File: config.mk
export PLATFORM = sky130hd
export DESIGN_NAME = deferred_start_timer
export DESIGN_NICKNAME = d
export VERILOG_FILES = /design/src/rtl/dst_pkg.sv /design/src/rtl/dst_capture_edge.sv /design/src/rtl/dst_start_ctrl.sv /design/src/rtl/dst_count_core.sv /design/src/rtl/deferred_start_timer.sv
export SDC_FILE = /design/constraint.sdc
export NUM_CORES = 1
export LEC_CHECK = 0
export ABC_AREA = 1
export BUFFER_PORTS_ARGS = -buffer_cell sky130_fd_sc_hd__buf_2
export CORE_AREA = 2 2 94 96
export CTS_CLUSTER_DIAMETER = 100
export DETAILED_ROUTE_END_ITERATION = 12
export DIE_AREA = 0 0 96 98
export HOLD_SLACK_MARGIN = 0.06
export PLACE_DENSITY = 0.68
export REMOVE_ABC_BUFFERS = 1
export SYNTH_ARGS = -nofsm -noshare
export SYNTH_HDL_FRONTEND = slang
export SYNTH_HIERARCHICAL = 1
export SYNTH_SLANG_ARGS = --single-unit
File: constraint.sdc
create_clock -name clk -period 1.7 [get_ports clk]
set_input_delay 0 -clock clk [delete_from_list [all_inputs] [get_ports clk]]
set_output_delay 0 -clock clk [all_outputs]
set_load 0.01 [all_outputs]
File: src/rtl/dst_pkg.sv
package dst_pkg;

    typedef enum logic [1:0] {
        MODE_PERIODIC = 2'd0,
        MODE_SINGLE   = 2'd1,
        MODE_MEASURE  = 2'd2,
        MODE_SPARE    = 2'd3
    } dst_mode_e;

    typedef struct packed {
        logic enabled;
        logic pending;
    } dst_ctrl_t;

endpackage

File: src/rtl/dst_capture_edge.sv
module dst_capture_edge (
    input  logic clk,
    input  logic rst_n,
    input  logic sig_i,
    output logic rise_o
);
    logic prev_d, prev_q;

    always_comb begin
        prev_d = sig_i;
    end

    always_ff @(posedge clk or negedge rst_n) begin
        if (!rst_n) prev_q <= 1'b0;
        else        prev_q <= prev_d;
    end

    assign rise_o = sig_i & ~prev_q;
endmodule

File: src/rtl/dst_start_ctrl.sv
module dst_start_ctrl
    import dst_pkg::*;
(
    input  logic clk,
    input  logic rst_n,
    input  logic start_i,
    input  logic stop_i,
    input  logic tick_i,
    output logic enabled_o,
    output logic pending_o,
    output logic load_o
);
    dst_ctrl_t ctrl_d, ctrl_q;

    always_comb begin
        ctrl_d = ctrl_q;
        load_o = ctrl_q.pending & tick_i & ~stop_i;
        if (stop_i) begin
            ctrl_d.enabled = 1'b0;
            ctrl_d.pending = 1'b0;
        end else if (start_i) begin
            ctrl_d.enabled = 1'b1;
            ctrl_d.pending = 1'b1;
        end else if (load_o) begin
            ctrl_d.pending = 1'b0;
        end
    end

    always_ff @(posedge clk or negedge rst_n) begin
        if (!rst_n) ctrl_q <= '0;
        else        ctrl_q <= ctrl_d;
    end

    assign enabled_o = ctrl_q.enabled;
    assign pending_o = ctrl_q.pending;

    assert_stop_wins_R8: assert property (@(posedge clk) disable iff (!rst_n)
        stop_i |=> (!enabled_o && !pending_o));

    assert_start_sets_R2: assert property (@(posedge clk) disable iff (!rst_n)
        (start_i && !stop_i) |=> (enabled_o && pending_o));
endmodule

File: src/rtl/dst_count_core.sv
module dst_count_core
    import dst_pkg::*;
#(
    parameter int WIDTH = 16
) (
    input  logic             clk,
    input  logic             rst_n,
    input  logic             tick_i,
    input  logic             load_i,
    input  logic             stop_i,
    input  logic             pending_i,
    input  dst_mode_e        mode_i,
    input  logic [WIDTH-1:0] reload_i,
    input  logic             irq_at_start_i,
    input  logic             cap_rise_i,
    output logic [WIDTH-1:0] count_o,
    output logic             irq_o,
    output logic [WIDTH-1:0] capture_o
);
    localparam logic [WIDTH-1:0] ZERO = '0;
    localparam logic [WIDTH-1:0] ONE  = WIDTH'(1);

    typedef struct packed {
        logic [WIDTH-1:0] count;
        logic [WIDTH-1:0] capt;
        dst_mode_e        mode;
        logic             run;
        logic             irq;
    } core_t;

    core_t core_d, core_q;

    always_comb begin
        core_d     = core_q;
        core_d.irq = 1'b0;
        if (stop_i) begin
            core_d.run = 1'b0;
        end else if (load_i) begin
            core_d.mode  = mode_i;
            core_d.count = (mode_i == MODE_MEASURE) ? ZERO : reload_i;
            core_d.run   = 1'b1;
            core_d.irq   = irq_at_start_i;
        end else if (core_q.run) begin
            if (core_q.mode == MODE_MEASURE && cap_rise_i) begin
                core_d.capt = core_q.count;
                core_d.irq  = 1'b1;
                core_d.run  = 1'b0;
            end else if (tick_i) begin
                case (core_q.mode)
                    MODE_SINGLE: begin
                        if (core_q.count == ZERO) begin
                            core_d.irq = 1'b1;
                            core_d.run = 1'b0;
                        end else begin
                            core_d.count = core_q.count - ONE;
                        end
                    end
                    MODE_MEASURE: core_d.count = core_q.count + ONE;
                    default: begin
                        if (core_q.count == ZERO) begin
                            core_d.count = reload_i;
                            core_d.irq   = 1'b1;
                        end else begin
                            core_d.count = core_q.count - ONE;
                        end
                    end
                endcase
            end
        end
    end

    always_ff @(posedge clk or negedge rst_n) begin
        if (!rst_n) core_q <= '{count: ZERO, capt: ZERO, mode: MODE_PERIODIC, run: 1'b0, irq: 1'b0};
        else        core_q <= core_d;
    end

    assign count_o   = core_q.count;
    assign irq_o     = core_q.irq;
    assign capture_o = core_q.capt;

    assert_pending_hold_R2: assert property (@(posedge clk) disable iff (!rst_n)
        (pending_i && !tick_i) |=> $stable(count_o));

    assert_load_zero_R3: assert property (@(posedge clk) disable iff (!rst_n)
        (load_i && mode_i == MODE_MEASURE) |=> (count_o == ZERO));

    assert_load_reload_R3: assert property (@(posedge clk) disable iff (!rst_n)
        (load_i && mode_i != MODE_MEASURE) |=> (count_o == $past(reload_i)));

    assert_irq_at_start_R4: assert property (@(posedge clk) disable iff (!rst_n)
        load_i |=> (irq_o == $past(irq_at_start_i)));

    assert_halted_hold_R6: assert property (@(posedge clk) disable iff (!rst_n)
        (!core_q.run && !load_i) |=> $stable(count_o));

    assert_capture_irq_R7: assert property (@(posedge clk) disable iff (!rst_n)
        !$stable(capture_o) |-> irq_o);
endmodule

File: src/rtl/deferred_start_timer.sv
module deferred_start_timer
    import dst_pkg::*;
#(
    parameter int WIDTH = 16
) (
    input  logic             clk,
    input  logic             rst_n,
    input  logic             cnt_tick_i,
    input  logic             start_i,
    input  logic             stop_i,
    input  logic [1:0]       mode_i,
    input  logic [WIDTH-1:0] reload_i,
    input  logic             irq_at_start_i,
    input  logic             capture_i,
    output logic [WIDTH-1:0] count_o,
    output logic             enabled_o,
    output logic             pending_o,
    output logic             irq_o,
    output logic [WIDTH-1:0] capture_o
);
    logic load_w;
    logic cap_rise_w;

    dst_start_ctrl u_ctrl (
        .clk       (clk),
        .rst_n     (rst_n),
        .start_i   (start_i),
        .stop_i    (stop_i),
        .tick_i    (cnt_tick_i),
        .enabled_o (enabled_o),
        .pending_o (pending_o),
        .load_o    (load_w)
    );

    dst_capture_edge u_edge (
        .clk    (clk),
        .rst_n  (rst_n),
        .sig_i  (capture_i),
        .rise_o (cap_rise_w)
    );

    dst_count_core #(.WIDTH(WIDTH)) u_core (
        .clk            (clk),
        .rst_n          (rst_n),
        .tick_i         (cnt_tick_i),
        .load_i         (load_w),
        .stop_i         (stop_i),
        .pending_i      (pending_o),
        .mode_i         (dst_mode_e'(mode_i)),
        .reload_i       (reload_i),
        .irq_at_start_i (irq_at_start_i),
        .cap_rise_i     (cap_rise_w),
        .count_o        (count_o),
        .irq_o          (irq_o),
        .capture_o      (capture_o)
    );

    assert_no_tick_hold_R9: assert property (@(posedge clk) disable iff (!rst_n)
        !cnt_tick_i |=> $stable(count_o));
endmodule

==> reports/results.txt <==
Internal portion of total power: 2.39 mW. The part of the cycle the worst path needs is 0.983. The number of search-and-repair iterations in the first detailed-routing pass came out at 5.

The clock latency on the worst-skew pair came out at 300 ps. The path class of the tightest hold or removal check is input pin to register. For the number of nets in the final layout, the log shows 619. Peak ir drop on the vdd network: 0.000498 V. The residual overflow from global routing was 0; the maximum net fanout on the critical path was 6. The number of global-route vias before repair was 3454.

Total die area: 0.00941 mm^2. Fraction of power spent switching nets: 0.468. Largest net degree at the start of global routing: 33. The async set-reset flop share out of synthesis is 1.00, and the height of the die is 98 um. The synthesized design contains 0 enable-type register cells.

The worst hold path cell count was 5. The worst setup path is of the register to register kind. STA puts the critical path data arrival time at 1860 ps. The run finished with clean final reports. The worst register-to-register path begins at u_core/count_o[1]. The initial detailed-routing violation count came out at 331. The area growth from synthesis to layout was 21.7%. The total wirelength of the detailed-routed design came out at 10300 um. Placement-stage worst setup slack: 22.0 ps. The clock period could shrink to 1670 ps.

Counting instances in the post-synthesis netlist gives the leading cell types as sky130_fd_sc_hd__nand2_1, sky130_fd_sc_hd__nor2_1, sky130_fd_sc_hd__nand3_1. Clock tree synthesis selected as its root buffer the cell sky130_fd_sc_hd__clkbuf_8. The detail route stage leaves a number of antenna-violating nets equal to 0.

The count of distinct cell types in the synthesized netlist was 32. Dividing total power by cell area gives a power density of 1090 mW/mm^2. The end point of the critical path is u_core/count_o[14].

The congestion estimate from routability-driven global placement came to 1.00. The initial antenna violation count was 0; the worst endpoint required time was 1890 ps. The post-detailed-placement half-perimeter wirelength is 7250 um, and the number of placement rows is 34.

The sequential cell fraction of total power came out at 0.289. The logs give 0 for the max-slew violation total from the final report and 60 for the boundary pin count. After layout, the worst setup slack is 29.0 ps. The count of buffers added on input and output ports is 59. Counting every instance in the synthesized netlist gives 525. The routed layout has 3669 vias. Summed over all failing endpoints, the final setup total negative slack is 0 ps. Counting every sink on the clock net gives 39. The mean area per synthesized cell was 6.45 um^2. By area the synthesized netlist is led by sky130_fd_sc_hd__dfrtp_1, sky130_fd_sc_hd__nand3_1, sky130_fd_sc_hd__nand2_1. The tool flagged a number of max-cap violations equal to 0. In this run the deepest clock path goes through 2 buffers.

For the total inserted antenna cells, the log shows 0. The top-area cell type share of the netlist area was 0.288. The number of setup violations in the final report came out at 0. In this run the number of H-tree levels came out at 2. Measured along the x axis, the die boundary spans 96 um.

First-pass GRT wire length: 16300 um. The effective utilization at floorplan is 0.400, and the fraction of power consumed by the clock network is 0.145. For flop-to-flop paths, the worst setup slack is 30 ps. After synthesis the netlist holds a flip-flop and latch count of 39.

The area of the core region was 0.00847 mm^2; the transition time at the pin with the least slew margin was 353 ps. The number of buffers created by CTS was 5. The endpoint identified for the worst register-to-register timing path is u_core/count_o[14]. The largest area contributor in the netlist was sky130_fd_sc_hd__dfrtp_1. The final-report hold violation count is 0, and the achievable frequency is 598 MHz.

TritonCTS built the clock tree. The worst setup path is captured at a register. The area of the mapped netlist is 0.00339 mm^2. Measured in cells, the most critical reg-to-reg path has a length of 10.

The switching component of the power was 2.10 mW. For the final database, setup skew stands at 7.97 ps. The share of total power in combinational logic came out at 0.566. For this run, the leading register cell type out of synthesis is sky130_fd_sc_hd__dfrtp_1. STA classifies the critical path startpoint as a register. Using the TritonRoute via totals, the vias-per-cell ratio works out to 5.26. Among all cell types in the netlist, the one instantiated most often is sky130_fd_sc_hd__nand2_1. The total track usage was 0.220; the proportion of layout cells with a drive suffix above 1 was 0.286.

Proportion of synthesized chip area in sequential cells: 0.288. The run gives 6 as the number of synthesis warnings. Setup repair after global routing could not meet its margin everywhere. After detailed routing, the number of remaining DRC violations is 0.

The static leakage power came out at 2.12 nW. In this run the worst setup path begins at u_core/count_o[1]. The clock-pin slew of the registers on the worst-case setup and hold paths is 90 ps, and the worst relative slew slack is 0.765. Dividing the detail-routed wire length by the instance count gives 14.7 um.
per-stage QoR:
stage / std cells / util / hold WS [ps] / area [um^2] / power (mW)
2_1_floorplan: 468 / - / -296 / 2990 / 2.64
3_3_place_gp: 676 / 0.445 / -74.2 / 3770 / 3.55
3_5_place_dp: 676 / 0.445 / -70.5 / 3770 / 3.58
5_1_grt: 698 / 0.487 / 92.3 / 4120 / 4.87
6_report: 698 / 0.487 / 83.8 / 4120 / 4.50
4_1_cts: 693 / 0.466 / 69.4 / 3950 / 4.26
cells in the final DEF, fill, tap and decap left out, types with 6 or more instances in the layout:
cell type / count
sky130_fd_sc_hd__buf_2: 59
sky130_fd_sc_hd__dfrtp_2: 6
sky130_fd_sc_hd__nor2_4: 9
sky130_fd_sc_hd__buf_4: 42
sky130_fd_sc_hd__nor2_2: 14
sky130_fd_sc_hd__nand2_1: 93
sky130_fd_sc_hd__a21oi_1: 19
sky130_fd_sc_hd__dfrtp_1: 33
sky130_fd_sc_hd__o211ai_1: 8
sky130_fd_sc_hd__o21ai_0: 22
sky130_fd_sc_hd__inv_1: 59
sky130_fd_sc_hd__dlygate4sd3_1: 9
sky130_fd_sc_hd__nand2_2: 6
sky130_fd_sc_hd__nand3_1: 80
sky130_fd_sc_hd__o21ai_1: 13
sky130_fd_sc_hd__nor2_1: 71
sky130_fd_sc_hd__a21oi_2: 7
sequential cells by signal, indices dropped and copies added, names as in the netlist:
name	flops
u_core/capture_o	16
u_core/count_o	16
u_core/core_q	3
u_core/irq_o	1
u_ctrl/enabled_o	1
u_ctrl/pending_o	1
u_edge/prev_q	1
power by group through the flow:
| stage | logic [mW] | registers (mW) | clock network (mW) |
|---|---|---|---|
| floorplan | 1.19 | 1.44 | 0 |
| global placement | 2.25 | 1.30 | 0 |
| detailed placement | 2.28 | 1.30 | 0 |
| CTS | 2.31 | 1.28 | 0.663 |
| global route | 2.82 | 1.33 | 0.716 |
| finish | 2.54 | 1.30 | 0.651 |
area by class of cell:
type / instances / area, um^2
Clock buffer: 5 / 68.8
Multi-Input combinational cell: 365 / 1900
Inverter: 64 / 253
Tap cell: 108 / 135
Timing Repair Buffer: 114 / 772
Sequential cell: 39 / 983
Clock inverter: 3 / 15.0
Fill cell: 872 / 4340
per-layer routing:
metal  global-route usage  vias to the layer above  share of wire
met2                0.364                      171           0.48
met1                0.287                     1700           0.42
met3               0.0378                       21          0.073
met5                    0                        -              0
li1                     -                     1777              -
met4               0.0758                        0          0.024
worst min path at each step:
stage                      start  slack (ps)             endpoint
floorplan                  rst_n        -300  u_core/capture_o[0]
global placement           rst_n         -70    u_core/count_o[7]
detailed placement         rst_n         -70    u_core/count_o[7]
CTS                  reload_i[1]          70    u_core/count_o[1]
global route        reload_i[13]          90   u_core/count_o[13]
finish              reload_i[13]          80   u_core/count_o[13]
critical path, stage by stage (launching register included):
cell and delay, ps:
sky130_fd_sc_hd__dfrtp_1 430, sky130_fd_sc_hd__inv_2 120, sky130_fd_sc_hd__ha_4 130, sky130_fd_sc_hd__nand2_2 70, sky130_fd_sc_hd__nor2_4 120, sky130_fd_sc_hd__nand2_4 90
sky130_fd_sc_hd__o21ai_4 150, sky130_fd_sc_hd__nand2_4 100, sky130_fd_sc_hd__buf_4 190, sky130_fd_sc_hd__nor2_1 120, sky130_fd_sc_hd__a21oi_2 40
timing repair:
item	4_1_cts	5_1_grt
hold buffers	9	0
resized for setup	2	49
hold endpoints to repair	45	0
pin swaps	0	5
buffers inserted	0	5
gates cloned	0	0
endpoints found under the setup margin	1	30
cells by family (layout without fill, tap and decap cells):
logic type      Yosys count  in the layout  share of synthesized area
compound gates           73             73                      0.119
xor+xnor                  3              3                    0.00776
flops                    39             39                      0.288
buf+inv                 121            186                      0.189
simple gates            284            284                      0.377
fa+ha+maj                 5              5                     0.0185
Note: power is estimated with default switching activity, not from simulation.
